File: src/rtl/lad_pkg.sv
package lad_pkg;
  localparam int LAD_ADDR_W = 3;

  // Outputs are live only for the single active gate combination.
  function automatic logic gate_open(input logic lo_n, input logic hi);
    return (~lo_n) & hi;
  endfunction
endpackage

File: src/rtl/lad_hold.sv
module lad_hold #(
  parameter int ADDR_W = 3
) (
  input  logic              clk,
  input  logic              rst,
  input  logic [ADDR_W-1:0] addr,
  input  logic              hold,
  output logic [ADDR_W-1:0] held
);
  logic hold_q;

  // Load while transparent, and once more on the first edge that sees hold high.
  always_ff @(posedge clk) begin
    if (rst) begin
      held   <= '0;
      hold_q <= 1'b1;
    end else begin
      hold_q <= hold;
      if (!hold || !hold_q) held <= addr;
    end
  end
endmodule

File: src/rtl/lad_onehot.sv
module lad_onehot #(
  parameter int ADDR_W = 3,
  localparam int OUT_N = 1 << ADDR_W
) (
  input  logic [ADDR_W-1:0] held,
  output logic [OUT_N-1:0]  hot
);
  for (genvar i = 0; i < OUT_N; i++) begin : g_line
    assign hot[i] = (held == ADDR_W'(i));
  end
endmodule

File: src/rtl/lad_gate.sv
module lad_gate #(
  parameter int OUT_N = 8
) (
  input  logic [OUT_N-1:0] hot,
  input  logic             en_lo_n,
  input  logic             en_hi,
  output logic [OUT_N-1:0] sel_n
);
  import lad_pkg::*;
  logic open_w;
  assign open_w = gate_open(en_lo_n, en_hi);

  for (genvar i = 0; i < OUT_N; i++) begin : g_drv
    assign sel_n[i] = ~(hot[i] & open_w);
  end
endmodule

File: src/rtl/lad_decoder.sv
module lad_decoder #(
  parameter int ADDR_W = lad_pkg::LAD_ADDR_W,
  localparam int OUT_N = 1 << ADDR_W
) (
  input  logic              clk,
  input  logic              rst,
  input  logic [ADDR_W-1:0] addr,
  input  logic              hold,
  input  logic              en_lo_n,
  input  logic              en_hi,
  output logic [OUT_N-1:0]  sel_n
);
  logic [ADDR_W-1:0] held_w;
  logic [OUT_N-1:0]  hot_w;

  lad_hold #(.ADDR_W(ADDR_W)) u_hold (
    .clk(clk), .rst(rst), .addr(addr), .hold(hold), .held(held_w)
  );

  lad_onehot #(.ADDR_W(ADDR_W)) u_dec (
    .held(held_w), .hot(hot_w)
  );

  lad_gate #(.OUT_N(OUT_N)) u_gate (
    .hot(hot_w), .en_lo_n(en_lo_n), .en_hi(en_hi), .sel_n(sel_n)
  );
endmodule

File: config.mk
export PLATFORM = sky130hd
export DESIGN_NAME = lad_decoder
export DESIGN_NICKNAME = d
export VERILOG_FILES = /design/src/rtl/lad_pkg.sv /design/src/rtl/lad_hold.sv /design/src/rtl/lad_onehot.sv /design/src/rtl/lad_gate.sv /design/src/rtl/lad_decoder.sv
export SDC_FILE = /design/constraint.sdc
export NUM_CORES = 1
export LEC_CHECK = 0
export BUFFER_PORTS_ARGS = -buffer_cell sky130_fd_sc_hd__buf_2
export CORE_AREA = 2 2 39 41
export CTS_CLUSTER_SIZE = 30
export DETAILED_ROUTE_END_ITERATION = 8
export DIE_AREA = 0 0 41 43
export GPL_ROUTABILITY_DRIVEN = 0
export PLACE_DENSITY = 0.39
export SLEW_MARGIN = 10
export SYNTH_ARGS = -nofsm -noshare
export SYNTH_HDL_FRONTEND = slang
export SYNTH_SLANG_ARGS = --single-unit
File: constraint.sdc
create_clock -name clk -period 2.1 [get_ports clk]
set_clock_uncertainty 0.15 [all_clocks]
set_input_delay 0.21 -clock clk [delete_from_list [all_inputs] [get_ports clk]]
set_output_delay 0.21 -clock clk [all_outputs]
set_load 0.05 [all_outputs]
# Yosys cells after proc, flatten, opt, wreduce, memory -nomap -nowiden
# Cells that the tools add are included.
dict set report word_totals {
  ff_bits 4
  latchBits 0
  ram_bits 0
  mem_bits_ro 0
  input_bits 8
  output_inout_bits 8
  word_cells 31
  memories 0
}
dict set report classes {
  n_addsub 0
  mul 0
  div 0
  n_lt_le_gt_ge 0
  eq_ne 7
  shift 0
  n_mux 0
  n_bitwise 18
  reduce_logical 4
}
# cell count
set ops {}
lappend ops {{3-bit equality test (second input constant)} 4}
lappend ops {{1-bit bitwise AND} 9}
lappend ops {{1-bit inverter} 9}
lappend ops {{3-bit by 2-bit equality test with 1-bit output (second input constant)} 2}
lappend ops {{3-bit by 1-bit equality test with 1-bit output (second input constant)} 1}
lappend ops {{3-bit zero test} 1}
lappend ops {{1-bit zero test} 2}
lappend ops {{1-bit logical OR} 1}

# Logic depth before layout (Yosys ltp)
# Gate-level depths: netlist (run 1).
dict set report logic_depth {
  ltp_word 4
  depth_mapped 2
  mapped_depth_nobuf 2
}

# By module
# Synthesis (run 1) repeated with hierarchy kept, for this count alone.
dict set report hier_totals {
  cells_unflattened 31
  area_unflattened_um2 276.5
}
# module n_inst cells_per_inst area_per_inst_um2
set modules_own_cells {}
lappend modules_own_cells {lad_hold 1 14 146.4}
lappend modules_own_cells {lad_gate 1 9 65.1}
lappend modules_own_cells {lad_onehot 1 8 65.1}

# Worst setup path before layout (run 1)
# Ideal clock, no wire load.
dict set report synth_timing {
  kind {reg-to-output}
  from {register u_hold.held[0]}
  to {output sel_n[6]}
  arrival_ps 980
  path_slack_ps 760
  stages_incl_launch_ff 3
  n_path_buf 0
  cell_sequence {dfxtp_1 -> nor3b_2 -> nand3_1}
}
dict set report synth_via {
  elab_chain_cells 3
}
# item line_no
set synth_lines {}
lappend synth_lines {{from (decl)} lad_hold.sv:8} ;# output logic [ADDR_W-1:0] held
lappend synth_lines {{from (signal assigned)} lad_hold.sv:19} ;# if (!hold || !hold_q) held <= addr;
lappend synth_lines {{3-bit equality test} lad_onehot.sv:9} ;# assign hot[i] = (held == ADDR_W'(i));
lappend synth_lines {{1-bit bitwise AND} lad_gate.sv:14} ;# assign sel_n[i] = ~(hot[i] & open_w);
lappend synth_lines {{1-bit inverter} lad_gate.sv:14}
lappend synth_lines {{to (decl)} lad_decoder.sv:11} ;# output logic [OUT_N-1:0] sel_n
# No other way between the ends.

# Worst setup path in the final report (run 1)
# Same ends and word-level chain as after synthesis.

==> results of run 1 <==
## routing by layer
layer | GRT usage (%) | vias to the layer above | routed length, um
met5 | 0 | - | 0
met2 | 6.88 | 16 | 200
met1 | 7.12 | 102 | 240
met3 | 3.14 | 0 | 64
li1 | - | 133 | -
met4 | 6.00 | 0 | 0
## cells by family after synthesis
kind of cell	share of synthesized area, %
and+or+nand+nor	42.2
AOI/OAI and AO/OA	20.8
DFF	37.0
## worst max path at each step
stage,slack (ps),start,endpoint,cells after the start
2_1_floorplan,760,u_hold.held[0]$_SDFFE_PP0P_,sel_n[6],2
3_3_place_gp,810,u_hold.held[0]$_SDFFE_PP0P_,sel_n[6],3
3_5_place_dp,830,u_hold.held[0]$_SDFFE_PP0P_,sel_n[6],3
4_1_cts,570,u_hold.held[0]$_SDFFE_PP0P_,sel_n[6],3
5_1_grt,490,u_hold.held[0]$_SDFFE_PP0P_,sel_n[6],3
6_report,600,u_hold.held[0]$_SDFFE_PP0P_,sel_n[6],3
## power groups by stage
stage	registers, mW	clock network [mW]	logic, mW
2_1_floorplan	0.0868	0	0.0239
3_3_place_gp	0.0880	0	0.0367
3_5_place_dp	0.0884	0	0.0364
4_1_cts	0.0872	0.0984	0.0366
5_1_grt	0.0879	0.106	0.0396
6_report	0.0870	0.0936	0.0364
## layout make-up
cell class                 count  area, um^2
tap                           16        20.0
multi-input combinational     23         136
sequential                     4        80.1
timing repair buffer          15        75.1
fill                         157        1050
clock buffer                   3        22.5
## sequential cells by signal (all words and copies together), names as in the netlist
name           flops
u_hold.held        3
u_hold.hold_q      1
## worst max-delay path, stage by stage, from the launching register on
cell and delay [ps]:
dfxtp_1 320, nor3b_2 280, nand3_1 100, buf_2 220
## cells in the final DEF, fill, tap and decap left out, drive strengths merged
cell / instances
clkbuf: 3
buf: 15
a21bo: 3
dfxtp: 4
and3b: 1
a21oi: 3
nor2b: 2
nand2: 6
nand3: 5
or2: 1
nor2: 1
nor3b: 1
## per-stage QoR
| stage | power [mW] | utilization [%] | hold WS [ps] | worst slack [ps] | instance area, um^2 |
|---|---|---|---|---|---|
| global route | 0.234 | 24.1 | 21.0 | 487 | 334 |
| finish | 0.217 | 24.1 | 33.0 | 597 | 334 |
| floorplan | 0.111 | - | 129 | 760 | 216 |
| global placement | 0.125 | 22.5 | 274 | 809 | 312 |
| CTS | 0.222 | 24.1 | 27.2 | 574 | 334 |
| detailed placement | 0.125 | 22.5 | 274 | 829 | 312 |
==> reports/results.tsv, run 1 <==
metric	value	unit
clock latency on the worst-skew pair	230	ps
Worst R2R Setup Slack	1210	ps
Setup violations, final	0	
# port buffers	15	
hold_sp	rst	
final hold vios	0	
critical path capture point type	output port	
Post-CTS Setup Bufs	0	
YS warnings	0	
Max rail drop VDD	0.182	mV
Commonest cells post-synth	nand2_1, nand3_1, dfxtp_1, a21bo_1, a21oi_1	
Row Count	14	
post-cts gate resize count	0	
syn_area_per_cell	8.02	um^2
P_int	160	uW
cell taking the most area after synthesis	dfxtp_1	
1st-iter DRT viols	2	
total CTS buffers	3	
initial antenna violation count	0	
DP Cell Count	58	
die area	1760	um^2
via count	251	
Clock transition at path regs	40	ps
combinational share of power	16.8	%
Clk network pwr share	43.2	%
# diodes	0	
PwrDens	650	nW/um^2
min cycle time layout	1500	ps
DR WL/cell	8.28	um
overall routing resource usage	5.94	%
Pins Over Slew Limit	0	
top_reg_cell synth	dfxtp_1	
most common cell in the netlist	nand2_1	
hold path depth	2	
Die X	41	um
CP Max Fanout	4	
global-route wire length before repair	648	um
clk buf depth	2	
initial core utilization	15.6	%
via density per instance	4.11	
DRC viols	0	
Crit path arrival time	1140	ps
Mapped Area	216	um^2
reg2reg start	u_hold.hold_q$_SDFF_PP1_	
core area	1380	um^2
router iterations before antenna repair	2	
worst reg-to-reg path cell count	2	
Non-Filler Instances	61	
Yosys top cell area share	37.0	%
largest net degree at the start of global routing	8	
CP startpoint kind	flop	
asr flop ratio synth	0	%
status	finished clean	
ANT nets after route	0	
sequential share of the synthesized area	37.0	%
share of layout cells above drive strength 1	42.2	%
hold endpoint	u_hold.held[2]$_SDFFE_PP0P_	
crit share post-route	71.6	%
Fmax	665	MHz
setup TNS	0	ps
I/O pin count	16	
Max H-tree Level	1	
Yosys cell types	10	
Post-synth EDFFs	0	
Clk Tree Root Cell	clkbuf_4	
Seq pwr share	40.1	%
Routed WL	505	um
RSZ-0062 raised after global routing	no	
Die H	43	um
CTS tree	done	
cts hold-fix bufs	0	
P_sw	56.8	uW
clock net sink count	4	
Slew @ Worst Pin	253	ps
syn nets	35	
Switching Fraction	26.2	%
Pleak	0.143	nW
Req. time, crit path	1740	ps
slew margin rel.	83.1	%
Syn Inst Count	27	
vias in the first global route	176	
flops & latches, synth	4	
critical path type	reg2out	
hold crit path type	in2reg	
max cap viols	0	
Area growth syn-to-layout	54.3	%
total global routing overflow	0	
Final #Nets	55	
Worst R2R End	u_hold.held[1]$_SDFFE_PP0P_	
Synth area leaders	dfxtp_1, a21bo_1, nand3_1, nand2_1, a21oi_1	
No activity file was read; power rests on OpenSTA's default activity.
==> inputs of run 2 (changes only) <==
--- a/config.mk
+++ b/config.mk
@@ -5,13 +5,14 @@
 export SDC_FILE = /design/constraint.sdc
 export NUM_CORES = 1
 export LEC_CHECK = 0
+export ABC_AREA = 1
 export BUFFER_PORTS_ARGS = -buffer_cell sky130_fd_sc_hd__buf_2
 export CORE_AREA = 2 2 39 41
 export CTS_CLUSTER_SIZE = 30
 export DETAILED_ROUTE_END_ITERATION = 8
 export DIE_AREA = 0 0 41 43
 export GPL_ROUTABILITY_DRIVEN = 0
-export PLACE_DENSITY = 0.39
+export PLACE_DENSITY = 0.41
 export SLEW_MARGIN = 10
 export SYNTH_ARGS = -nofsm -noshare
 export SYNTH_HDL_FRONTEND = slang
==> constraint.sdc (replaced) <==
create_clock -name clk -period 1.4 [get_ports clk]
set_clock_uncertainty 0.15 [all_clocks]
set_input_delay 0.14 -clock clk [delete_from_list [all_inputs] [get_ports clk]]
set_output_delay 0.14 -clock clk [all_outputs]
set_load 0.05 [all_outputs]
==> run 2 against run 1 <==
Clock power is 54% higher. Synthesized cell count is 56% higher. Global-route usage is 0.21 points lower. Critical path type unchanged. Largest cell class unchanged. Highest routed layer is now met4.
==> reports/results.tsv, run 2 <==
metric	value	unit
status	finished clean	
Crit path arrival time	1010	ps
DP Cell Count	73	
Final Instance Area	384	um^2
DRC viols	0	
final hold vios	0	
hpwl dp	407	um
flops & latches, synth	4	
Slew @ Worst Pin	248	ps
largest reg by FF count	u_hold.held	
Yosys cell types	9	
biggest regs	u_hold.held x3, u_hold.hold_q x1	
Syn Inst Count	42	
syn nets	50	
asr flop ratio synth	0	%
largest net degree at the start of global routing	7	
critical path type	reg2out	
overall routing resource usage	5.73	%
Post-CTS Setup Bufs	0	
top_reg_cell synth	dfxtp_1	
Pins Over Slew Limit	0	
Placed Area	335	um^2
Fmax	769	MHz
syn_area_per_cell	5.72	um^2
Pleak	0.203	nW
max cap viols	0	
Mapped Area	240	um^2
Worst R2R End	u_hold.held[2]$_SDFFE_PP0P_	
combinational share of power	20.8	%
Setup violations, final	0	
most common cell after layout, fill and taps aside	nand2_1	
CP startpoint kind	flop	
reg2reg start	u_hold.hold_q$_SDFF_PP1_	
RSZ-0062 raised after global routing	no	
Non-Filler Instances	78	
YS warnings	0	
die area	1760	um^2
Worst R2R Setup Slack	590	ps
hold crit path type	in2reg	
via count	274	
DR WL/cell	6.53	um
sequential share of the synthesized area	33.3	%
P_sw	101	uW
Critical Path Max Stage Delay	350	ps
via density per instance	3.51	
Clk Tree Root Cell	clkbuf_4	
PwrDens	908	nW/um^2
CP Max Fanout	5	
Switching Fraction	29.1	%
Max H-tree Level	1	
Routed WL	509	um
clk buf depth	2	
initial antenna violation count	0	
setup TNS	0	ps
core area	1380	um^2
max reg flops	3	
min cycle time layout	1300	ps
critical path capture point type	output port	
slew margin rel.	83.6	%
Post-synth EDFFs	0	
Row Count	14	
Clk network pwr share	41.3	%
# port buffers	15	
Final #Nets	72	
share of layout cells above drive strength 1	41.9	%
router iterations before antenna repair	1	
critical path, cell by cell	inv_1 > nor2_1 > nand2_1 > buf_2	
Synth area leaders	dfxtp_1, nand2_1, nor2_1, inv_1, nand2_2	
worst reg-to-reg path cell count	4	
global-route wire length before repair	634	um
slowest library cell on the worst path	dfxtp_2	
crit share post-route	92.9	%
most frequent cells in the layout	nand2_1, buf_2, nor2_1	
Die X	41	um
cell taking the most area after synthesis	dfxtp_1	
ANT nets after route	0	
Seq pwr share	37.9	%
Max rail drop VDD	0.244	mV
I/O pin count	16	
Clock transition at path regs	40	ps
Die H	43	um
initial core utilization	17.4	%
clock latency on the worst-skew pair	230	ps
Area growth syn-to-layout	59.9	%
CP startpoint	u_hold.held[1]$_SDFFE_PP0P_	
total CTS buffers	3	
Req. time, crit path	1110	ps
# diodes	0	
CTS tree	done	
total global routing overflow	0	
1st-iter DRT viols	0	
P_int	248	uW
Yosys top cell area share	33.3	%
critical path capture point	sel_n[2]	
most common cell in the netlist	nand2_1	
Commonest cells post-synth	nand2_1, nor2_1, inv_1, dfxtp_1, nand2_2	
clock net sink count	4	
vias in the first global route	187	
## run 2: changes by cell type after synthesis, sizes merged
cell,delta
a21bo,-3
a21oi,-3
and3b,-1
inv,+9
nand2,+11
nand3,-5
nor2,+10
nor2b,-2
nor3b,-1
## run 2: power by group through the flow
stage                     logic, mW  clock network [mW]  registers, mW
after floorplan              0.0500                   0          0.131
after global placement       0.0696                   0          0.133
after detailed placement     0.0690                   0          0.133
after CTS                    0.0734               0.155          0.131
after global routing         0.0807               0.159          0.134
final                        0.0725               0.144          0.132
## run 2: how the worst min path moves through the flow
stage / endpoint / depth (start not counted) / startpoint / slack, ps
final: u_hold.held[0]$_SDFFE_PP0P_ / 5 / addr[0] / 50
after floorplan: u_hold.hold_q$_SDFF_PP1_ / 1 / rst / 90
after CTS: u_hold.held[0]$_SDFFE_PP0P_ / 5 / addr[0] / 50
after detailed placement: u_hold.hold_q$_SDFF_PP1_ / 2 / rst / 190
after global routing: u_hold.held[0]$_SDFFE_PP0P_ / 5 / addr[0] / 70
after global placement: u_hold.hold_q$_SDFF_PP1_ / 2 / rst / 180
## run 2: logic make-up after synthesis
kind of cell	Yosys count	synth area share [%]
flops	4	33.3
simple gates	29	52.6
buf+inv	9	14.1
## run 2: worst max-delay path, delay by kind of cell, from the launching register on
family	cells	cell delay [ps]
AND/OR/NAND/NOR	2	170
flip-flops	1	350
buffers and inverters	2	250
## run 2: area by class of cell
type / instances / area (um^2)
fillers: 152 / 1000
multi-input cells: 29 / 126
repair buffers: 17 / 97.6
flip-flops and latches: 4 / 83.8
inverters: 9 / 33.8
clock buffers: 3 / 22.5
well taps: 16 / 20.0
## run 2: layer usage
layer / global-route usage (%) / routed length [um] / vias up
met5: 0 / 0 / -
met3: 3.66 / 75 / 2
met1: 6.45 / 245 / 98
met4: 6.00 / 15 / 0
met2: 6.56 / 172 / 17
li1: - / - / 157
## run 2: repair_timing
item | 4_1_cts | 5_1_grt
endpoints found under the setup margin | 0 | 6
gates resized for setup | 0 | 4
hold buffers | 2 | 0
hold endpoints to repair | 1 | 0
## run 2: metrics by stage
step	power, mW	worst slack, ps	hold WS [ps]	utilization (%)
after floorplan	0.181	300	87.1	-
after global placement	0.202	284	183	24.2
after detailed placement	0.202	292	186	24.2
after CTS	0.359	32.1	45.9	27.3
after global routing	0.374	1.44	66.4	27.8
final	0.349	98.9	50.0	27.8
